**config.mk**
```make
export PLATFORM = sky130hd
export DESIGN_NAME = flash_sector_erase
export DESIGN_NICKNAME = d
export VERILOG_FILES = /design/src/rtl/flash_se_pkg.sv /design/src/rtl/se_cmd_decode.sv /design/src/rtl/se_timers.sv /design/src/rtl/se_sector_buf.sv /design/src/rtl/se_read_port.sv /design/src/rtl/flash_sector_erase.sv
export SDC_FILE = /design/constraint.sdc
export NUM_CORES = 1
export LEC_CHECK = 0
export ABC_CLOCK_PERIOD_IN_PS = 3600
export CAP_MARGIN = 20
export CORE_MARGIN = 8
export CORE_UTILIZATION = 50
export CTS_BUF_LIST = sky130_fd_sc_hd__clkbuf_16
export CTS_CLUSTER_SIZE = 20
export DETAILED_ROUTE_END_ITERATION = 16
export PLACE_DENSITY = 0.79
export SLEW_MARGIN = 20
export SYNTH_ARGS = -nofsm -noshare
export SYNTH_HDL_FRONTEND = slang
export SYNTH_HIERARCHICAL = 1
export SYNTH_SLANG_ARGS = --single-unit
```
**constraint.sdc**
```tcl
create_clock -name clk -period 3.6 [get_ports clk]
set_input_delay 0.36 -clock clk [delete_from_list [all_inputs] [get_ports clk]]
set_output_delay 0.36 -clock clk [all_outputs]
set_load 0.02 [all_outputs]
```
**src/rtl/flash_se_pkg.sv**
```systemverilog
package flash_se_pkg;

  localparam int unsigned UNLK_W = 11;

  localparam logic [7:0] CMD_KEY_A  = 8'hAA;
  localparam logic [7:0] CMD_KEY_B  = 8'h55;
  localparam logic [7:0] CMD_ARM    = 8'h80;
  localparam logic [7:0] CMD_SECTOR = 8'h30;
  localparam logic [7:0] CMD_HOLD   = 8'hB0;

  localparam logic [UNLK_W-1:0] KEY_ADDR_A = 11'h555;
  localparam logic [UNLK_W-1:0] KEY_ADDR_B = 11'h2AA;

  typedef enum logic [3:0] {
    ST_ARRAY,
    ST_KEY1,
    ST_KEY2,
    ST_ARMED,
    ST_KEY3,
    ST_KEY4,
    ST_WINDOW,
    ST_ERASE,
    ST_HOLD_WAIT,
    ST_HELD
  } se_state_e;

  typedef struct packed {
    logic key_a;
    logic key_b;
    logic arm;
    logic sector;
    logic hold;
  } wr_kind_t;

endpackage

```
**src/rtl/se_cmd_decode.sv**
```systemverilog
module se_cmd_decode
  import flash_se_pkg::*;
(
  input  logic [UNLK_W-1:0] low_addr,
  input  logic [7:0]        data,
  output wr_kind_t          kind
);

  logic at_a;
  logic at_b;

  always_comb begin
    at_a        = (low_addr == KEY_ADDR_A);
    at_b        = (low_addr == KEY_ADDR_B);
    kind.key_a  = at_a && (data == CMD_KEY_A);
    kind.key_b  = at_b && (data == CMD_KEY_B);
    kind.arm    = at_a && (data == CMD_ARM);
    kind.sector = (data == CMD_SECTOR);
    kind.hold   = (data == CMD_HOLD);
  end

endmodule

```
**src/rtl/se_timers.sv**
```systemverilog
module se_timers #(
  parameter int unsigned WINDOW_CYC = 50,
  parameter int unsigned ERASE_CYC  = 2000,
  parameter int unsigned SUSP_LAT   = 20
) (
  input  logic clk,
  input  logic rst_n,
  input  logic win_load,
  input  logic win_run,
  input  logic ers_load,
  input  logic ers_run,
  input  logic lat_load,
  input  logic lat_run,
  output logic win_done,
  output logic ers_done,
  output logic lat_done
);

  localparam int unsigned WIN_W = $clog2(WINDOW_CYC + 1);
  localparam int unsigned ERS_W = $clog2(ERASE_CYC + 1);
  localparam int unsigned LAT_W = $clog2(SUSP_LAT + 1);

  logic [WIN_W-1:0] win_cnt;
  logic [ERS_W-1:0] ers_cnt;
  logic [LAT_W-1:0] lat_cnt;

  always_ff @(posedge clk or negedge rst_n) begin
    if (!rst_n) begin
      win_cnt <= '0;
      ers_cnt <= '0;
      lat_cnt <= '0;
    end else begin
      if (win_load)     win_cnt <= WIN_W'(WINDOW_CYC);
      else if (win_run) win_cnt <= win_cnt - 1'b1;
      if (ers_load)     ers_cnt <= ERS_W'(ERASE_CYC);
      else if (ers_run) ers_cnt <= ers_cnt - 1'b1;
      if (lat_load)     lat_cnt <= LAT_W'(SUSP_LAT);
      else if (lat_run) lat_cnt <= lat_cnt - 1'b1;
    end
  end

  assign win_done = win_run && (win_cnt == WIN_W'(1));
  assign ers_done = ers_run && (ers_cnt == ERS_W'(1));
  assign lat_done = lat_run && (lat_cnt == LAT_W'(1));

endmodule

```
**src/rtl/se_sector_buf.sv**
```systemverilog
module se_sector_buf #(
  parameter int unsigned N_SECT = 8,
  parameter int unsigned SECT_W = $clog2(N_SECT)
) (
  input  logic              clk,
  input  logic              rst_n,
  input  logic              add_en,
  input  logic [SECT_W-1:0] add_idx,
  input  logic              drop,
  input  logic              commit,
  output logic [N_SECT-1:0] sel,
  output logic [N_SECT-1:0] erased
);

  for (genvar g = 0; g < N_SECT; g++) begin : g_sect
    always_ff @(posedge clk or negedge rst_n) begin
      if (!rst_n) begin
        sel[g]    <= 1'b0;
        erased[g] <= 1'b0;
      end else if (commit) begin
        erased[g] <= erased[g] | sel[g];
        sel[g]    <= 1'b0;
      end else if (drop) begin
        sel[g]    <= 1'b0;
      end else if (add_en && (add_idx == SECT_W'(g))) begin
        sel[g]    <= 1'b1;
      end
    end
  end

endmodule

```
**src/rtl/se_read_port.sv**
```systemverilog
module se_read_port #(
  parameter int unsigned ADDR_W = 12,
  parameter int unsigned N_SECT = 8,
  parameter int unsigned SECT_W = $clog2(N_SECT)
) (
  input  logic              clk,
  input  logic              rst_n,
  input  logic              rd_valid,
  input  logic [ADDR_W-1:0] rd_addr,
  input  logic              busy,
  input  logic              tmr_bit,
  input  logic              held,
  input  logic [N_SECT-1:0] sel,
  input  logic [N_SECT-1:0] erased,
  output logic              rsp_valid,
  output logic [7:0]        rsp_data
);

  logic              tog;
  logic [SECT_W-1:0] rsec;
  logic [7:0]        pick;

  assign rsec = rd_addr[ADDR_W-1 -: SECT_W];

  always_comb begin
    if (busy)
      pick = {1'b0, tog, 2'b00, tmr_bit, 3'b000};
    else if (held && sel[rsec])
      pick = {1'b1, tog, 2'b00, 1'b1, 3'b000};
    else if (erased[rsec])
      pick = 8'hFF;
    else
      pick = 8'hC3 ^ rd_addr[7:0] ^ 8'(rd_addr >> 8);
  end

  always_ff @(posedge clk or negedge rst_n) begin
    if (!rst_n) begin
      rsp_valid <= 1'b0;
      rsp_data  <= '0;
      tog       <= 1'b0;
    end else begin
      rsp_valid <= rd_valid;
      if (rd_valid) rsp_data <= pick;
      if (rd_valid && busy) tog <= ~tog;
    end
  end

endmodule

```
**src/rtl/flash_sector_erase.sv**
```systemverilog
module flash_sector_erase
  import flash_se_pkg::*;
#(
  parameter int unsigned ADDR_W     = 12,
  parameter int unsigned N_SECT     = 8,
  parameter int unsigned WINDOW_CYC = 50,
  parameter int unsigned ERASE_CYC  = 2000,
  parameter int unsigned SUSP_LAT   = 20
) (
  input  logic              clk,
  input  logic              rst_n,
  input  logic              wr_valid,
  output logic              wr_ready,
  input  logic [ADDR_W-1:0] wr_addr,
  input  logic [7:0]        wr_data,
  input  logic              rd_valid,
  input  logic [ADDR_W-1:0] rd_addr,
  output logic              rsp_valid,
  output logic [7:0]        rsp_data,
  output logic              ready,
  output logic              tmr_flag,
  output logic              suspended
);

  localparam int unsigned SECT_W = $clog2(N_SECT);

  se_state_e         state, state_nx;
  wr_kind_t          kind;
  logic [N_SECT-1:0] sel, erased;
  logic              win_load, win_run, win_done;
  logic              ers_load, ers_run, ers_done;
  logic              lat_load, lat_run, lat_done;
  logic              add_en, drop, commit;
  logic              busy;

  assign wr_ready = 1'b1;

  se_cmd_decode u_dec (
    .low_addr (wr_addr[UNLK_W-1:0]),
    .data     (wr_data),
    .kind     (kind)
  );

  assign win_run = (state == ST_WINDOW) && !wr_valid;
  assign ers_run = (state == ST_ERASE) || (state == ST_HOLD_WAIT);
  assign lat_run = (state == ST_HOLD_WAIT);

  se_timers #(
    .WINDOW_CYC (WINDOW_CYC),
    .ERASE_CYC  (ERASE_CYC),
    .SUSP_LAT   (SUSP_LAT)
  ) u_tmr (
    .clk      (clk),
    .rst_n    (rst_n),
    .win_load (win_load),
    .win_run  (win_run),
    .ers_load (ers_load),
    .ers_run  (ers_run),
    .lat_load (lat_load),
    .lat_run  (lat_run),
    .win_done (win_done),
    .ers_done (ers_done),
    .lat_done (lat_done)
  );

  se_sector_buf #(
    .N_SECT (N_SECT),
    .SECT_W (SECT_W)
  ) u_buf (
    .clk     (clk),
    .rst_n   (rst_n),
    .add_en  (add_en),
    .add_idx (wr_addr[ADDR_W-1 -: SECT_W]),
    .drop    (drop),
    .commit  (commit),
    .sel     (sel),
    .erased  (erased)
  );

  always_comb begin
    state_nx = state;
    win_load = 1'b0;
    ers_load = 1'b0;
    lat_load = 1'b0;
    add_en   = 1'b0;
    drop     = 1'b0;
    commit   = 1'b0;
    unique case (state)
      ST_ARRAY:  if (wr_valid && kind.key_a) state_nx = ST_KEY1;
      ST_KEY1:   if (wr_valid) state_nx = kind.key_b ? ST_KEY2  : ST_ARRAY;
      ST_KEY2:   if (wr_valid) state_nx = kind.arm   ? ST_ARMED : ST_ARRAY;
      ST_ARMED:  if (wr_valid) state_nx = kind.key_a ? ST_KEY3  : ST_ARRAY;
      ST_KEY3:   if (wr_valid) state_nx = kind.key_b ? ST_KEY4  : ST_ARRAY;
      ST_KEY4: begin
        if (wr_valid) begin
          if (kind.sector) begin
            state_nx = ST_WINDOW;
            add_en   = 1'b1;
            win_load = 1'b1;
          end else begin
            state_nx = ST_ARRAY;
          end
        end
      end
      ST_WINDOW: begin
        if (wr_valid) begin
          if (kind.sector) begin
            add_en   = 1'b1;
            win_load = 1'b1;
          end else if (kind.hold) begin
            state_nx = ST_HELD;
            ers_load = 1'b1;
          end else begin
            state_nx = ST_ARRAY;
            drop     = 1'b1;
          end
        end else if (win_done) begin
          state_nx = ST_ERASE;
          ers_load = 1'b1;
        end
      end
      ST_ERASE: begin
        if (ers_done) begin
          state_nx = ST_ARRAY;
          commit   = 1'b1;
        end else if (wr_valid && kind.hold) begin
          state_nx = ST_HOLD_WAIT;
          lat_load = 1'b1;
        end
      end
      ST_HOLD_WAIT: begin
        if (ers_done) begin
          state_nx = ST_ARRAY;
          commit   = 1'b1;
        end else if (lat_done) begin
          state_nx = ST_HELD;
        end
      end
      ST_HELD:   if (wr_valid && kind.sector) state_nx = ST_ERASE;
      default:   state_nx = ST_ARRAY;
    endcase
  end

  always_ff @(posedge clk or negedge rst_n) begin
    if (!rst_n) state <= ST_ARRAY;
    else        state <= state_nx;
  end

  assign busy      = (state == ST_WINDOW) || ers_run;
  assign ready     = !busy;
  assign tmr_flag  = ers_run;
  assign suspended = (state == ST_HELD);

  se_read_port #(
    .ADDR_W (ADDR_W),
    .N_SECT (N_SECT),
    .SECT_W (SECT_W)
  ) u_rd (
    .clk       (clk),
    .rst_n     (rst_n),
    .rd_valid  (rd_valid),
    .rd_addr   (rd_addr),
    .busy      (busy),
    .tmr_bit   (ers_run),
    .held      (suspended),
    .sel       (sel),
    .erased    (erased),
    .rsp_valid (rsp_valid),
    .rsp_data  (rsp_data)
  );

endmodule

```
==> results.yml <==
outcome:
  status: "finished clean"
yosys:
  yosysTopAreaCell: "dfrtp_1"
  ys_async_sr_fraction_pct: 100
  synth_seq_area_share_pct: 40.7
  synthesis.area_um2: 3200
  yosysMostFrequentCell: "dfrtp_1"
  yosysTopAreaCellShare_pct: 40.7
  synth-simple-area-share_pct: 26.5
  synth-xor-area-share_pct: 5.48
  ys_warn_count: 6
  synth_common_cells: "52 x dfrtp_1, 31 x nor2_1, 19 x inv_1"
  synth_compound_area_share_pct: 13.1
  synth_top_family_by_area: "simple AND/OR/NAND/NOR gates"
  yosys-top-cells-area: "dfrtp_1 41%, nor2_1 3.6%, mux4_2 3.5%"
  synth_seq_cells: 52
  synth.net_count: 351
  synthFlopType: "dfrtp_1"
  synth_edf_count: 0
  syn_avg_cell_area_um2: 10.4
  ys_types: 67
  synth_fa_ha_area_share_pct: 2.35
  synth_cells: 309
  synthMuxAreaShare_pct: 7.47
critical_path:
  cp-startpoint: "state[2]"
  critPathSlowestCell: "dfrtp_1"
  critPathMaxStageDelay_ps: 650
  path_buf_inv: 0
  reg2reg_from: "state[2]"
  arrival_ps: 3220
  cp_max_fo: 17
  startpoint_type: "flop"
  worstSetupPathType: "reg2reg"
  path_cells: "nand4bb_1 -> nor2_1 -> or4b_1 -> nor3b_1 -> a21oi_1 -> nor2_1 -> or2_4 -> nand3_4 -> o31a_1 -> or3_1"
  cpMostUsedCell: "nor2_1"
  crit_family: "simple AND/OR/NAND/NOR gates"
  end_kind: "flop"
  cp.required_ps: 3770
clock_tree:
  cts_root_buf: "clkbuf_16"
  cts_tree: "done"
  postCtsSetupBuffers: 0
  cts_sinks: 52
  clk_latency_ps: 290
  cts_buffer_depth: 2
  htreeDepth: 2
  cts_hold_buf: 0
  cts_resized: 0
  numCtsBuffers: 5
  path_clk_slew_ps: 70
global_route:
  antenna_found_initial: 0
  gr-usage-all-layers_pct: 15.4
  grt_max_degree: 36
  grt_pass1_wl_mm: 11.3
  grt-ovfl-total: 0
  grt_pass1_vias: 2483
die:
  die_h_um: 96.0
  fp.dieArea_um2: 9210
  pin_count: 49
  core_area_um2: 6280
  dieWidth_um: 96.0
  rows: 29
  initial_core_util_pct: 51.0
sta:
  final-setup-viol-count: 0
  finalCritPeriodShare_pct: 84.8
  slew_headroom_pct: 49.0
  finalHoldViolCount: 0
  skew_ps: 7.54
  fin_hold_ws_ps: 144
  worstMarginPinSlew_ps: 765
  drv_slew: 0
  fmax_mhz: 328
  fin_tns_setup_ps: 0
  rsz0062_at_grt: "no"
  min_period_ps: 3050
pwr:
  p_leak_nw: 1.70
  pwr-share-seq_pct: 48.9
  p_int_uw: 960
  power_switching_uw: 321
  p_comb_share_pct: 14.2
  sw_frac_of_total_pct: 25.1
  power_density_nw_per_um2: 330
  totalPowerFinal_mw: 1.28
  ir_drop_mv: 0.271
  clkPwrFrac_pct: 36.9
layout:
  multi_input_comb_area_um2: 1760
  seq_area_um2: 1300
  fillers: 511
  nets: 399
  drive_gt1_share_pct: 13.7
  synthToLayoutAreaGrowth_pct: 21.5
  antenna_cells: 0
place:
  gp_congestion: 0.832
  dp.final_hpwl_mm: 5.08
  port_buffers: 47
flow_run:
  drv_cap: 0
routing:
  drc_errors: 0
  ant_nets: 0
  wl_per_cell_um: 15.5
  routed_wl_mm: 6.73
  viasPerCell: 5.70
  vias: 2481
  drt_iter0_markers: 85
  drt_pass1_iterations: 4
hold_path:
  hold_class: "in2async"
[state kept, by name, indices dropped and copies added (netlist names)]
signal and count:
u_rd/rsp_valid 1, u_tmr/lat_cnt 5, u_rd/rsp_data 8, u_buf/erased 8
u_rd/tog 1, u_tmr/win_cnt 6, u_buf/sel 8, u_tmr/ers_cnt 11
state 4
[layout by cell type, fill, tap and decap left out, types with 9 or more instances in the layout]
master           instances
dfrtp_1                 52
clkdlybuf4s50_1         46
nor2_1                  31
inv_1                   19
nand2b_1                15
xnor2_1                 12
nand2_1                 11
nor3_1                  11
o22ai_1                  9
[layer usage]
layer / vias up / wire (um) / track usage [%]
li1: 1201 / - / -
met1: 1200 / 3010 / 18.6
met2: 74 / 3230 / 26.3
met3: 6 / 415 / 3.90
met4: 0 / 74 / 4.48
met5: - / 0 / 0
[worst paths after layout]
kind                                          to  slack [ps]  depth (start not counted)
worst min register to register          u_rd/tog         480                          1
min in group clk                        u_rd/tog         480                          1
worst min-delay path            u_rd/rsp_data[1]         140                          1
max in group asynchronous       u_tmr/lat_cnt[3]        2720                          2
worst max register to register  u_tmr/ers_cnt[6]         550                         10
worst max-delay path            u_tmr/ers_cnt[6]         550                         10
[worst reg2reg max path, delay by kind of cell (launching register included)]
kind / cells / cell delay (ps)
AND/OR/NAND/NOR: 8 / 1930
flip-flops: 1 / 650
AO/OA/AOI/OAI: 2 / 350
[stage by stage]
stage / cell area [um2] / utilization (%) / std cells / setup WS, ps
finish: 3890 / 61.9 / 435 / 548
global route: 3890 / 61.9 / 435 / 387
CTS: 3890 / 61.9 / 435 / 610
global placement: 3740 / 59.6 / 427 / 640
detailed placement: 3740 / 59.6 / 427 / 574
floorplan: 3200 / - / 309 / 293
[final cells by class]
cell class / instances / area share, %
multi-input cells: 226 / 45.3
repair buffers: 53 / 13.1
inverters: 19 / 1.83
flip-flops and latches: 52 / 33.5
clock inverters: 3 / 0.612
clock buffers: 5 / 3.22
well taps: 77 / 2.48
[power groups by stage]
stage                     Sequential (mW)  Combinational [mW]  Clock, mW
after global placement              0.635               0.179          0
after CTS                           0.626               0.184      0.485
after detailed placement            0.637               0.183          0
final                               0.627               0.182      0.473
after floorplan                     0.636              0.0964          0
after global routing                0.629               0.197      0.508
[logic make-up after synthesis]
group | count (synthesis)
AND/OR/NAND/NOR | 129
AO/OA/AOI/OAI | 55
flip-flops | 52
buffers and inverters | 31
XOR/XNOR | 20
multiplexers | 15
adder cells (fa/ha/maj) | 6
other | 1
Power figures use the tool's default switching activity.
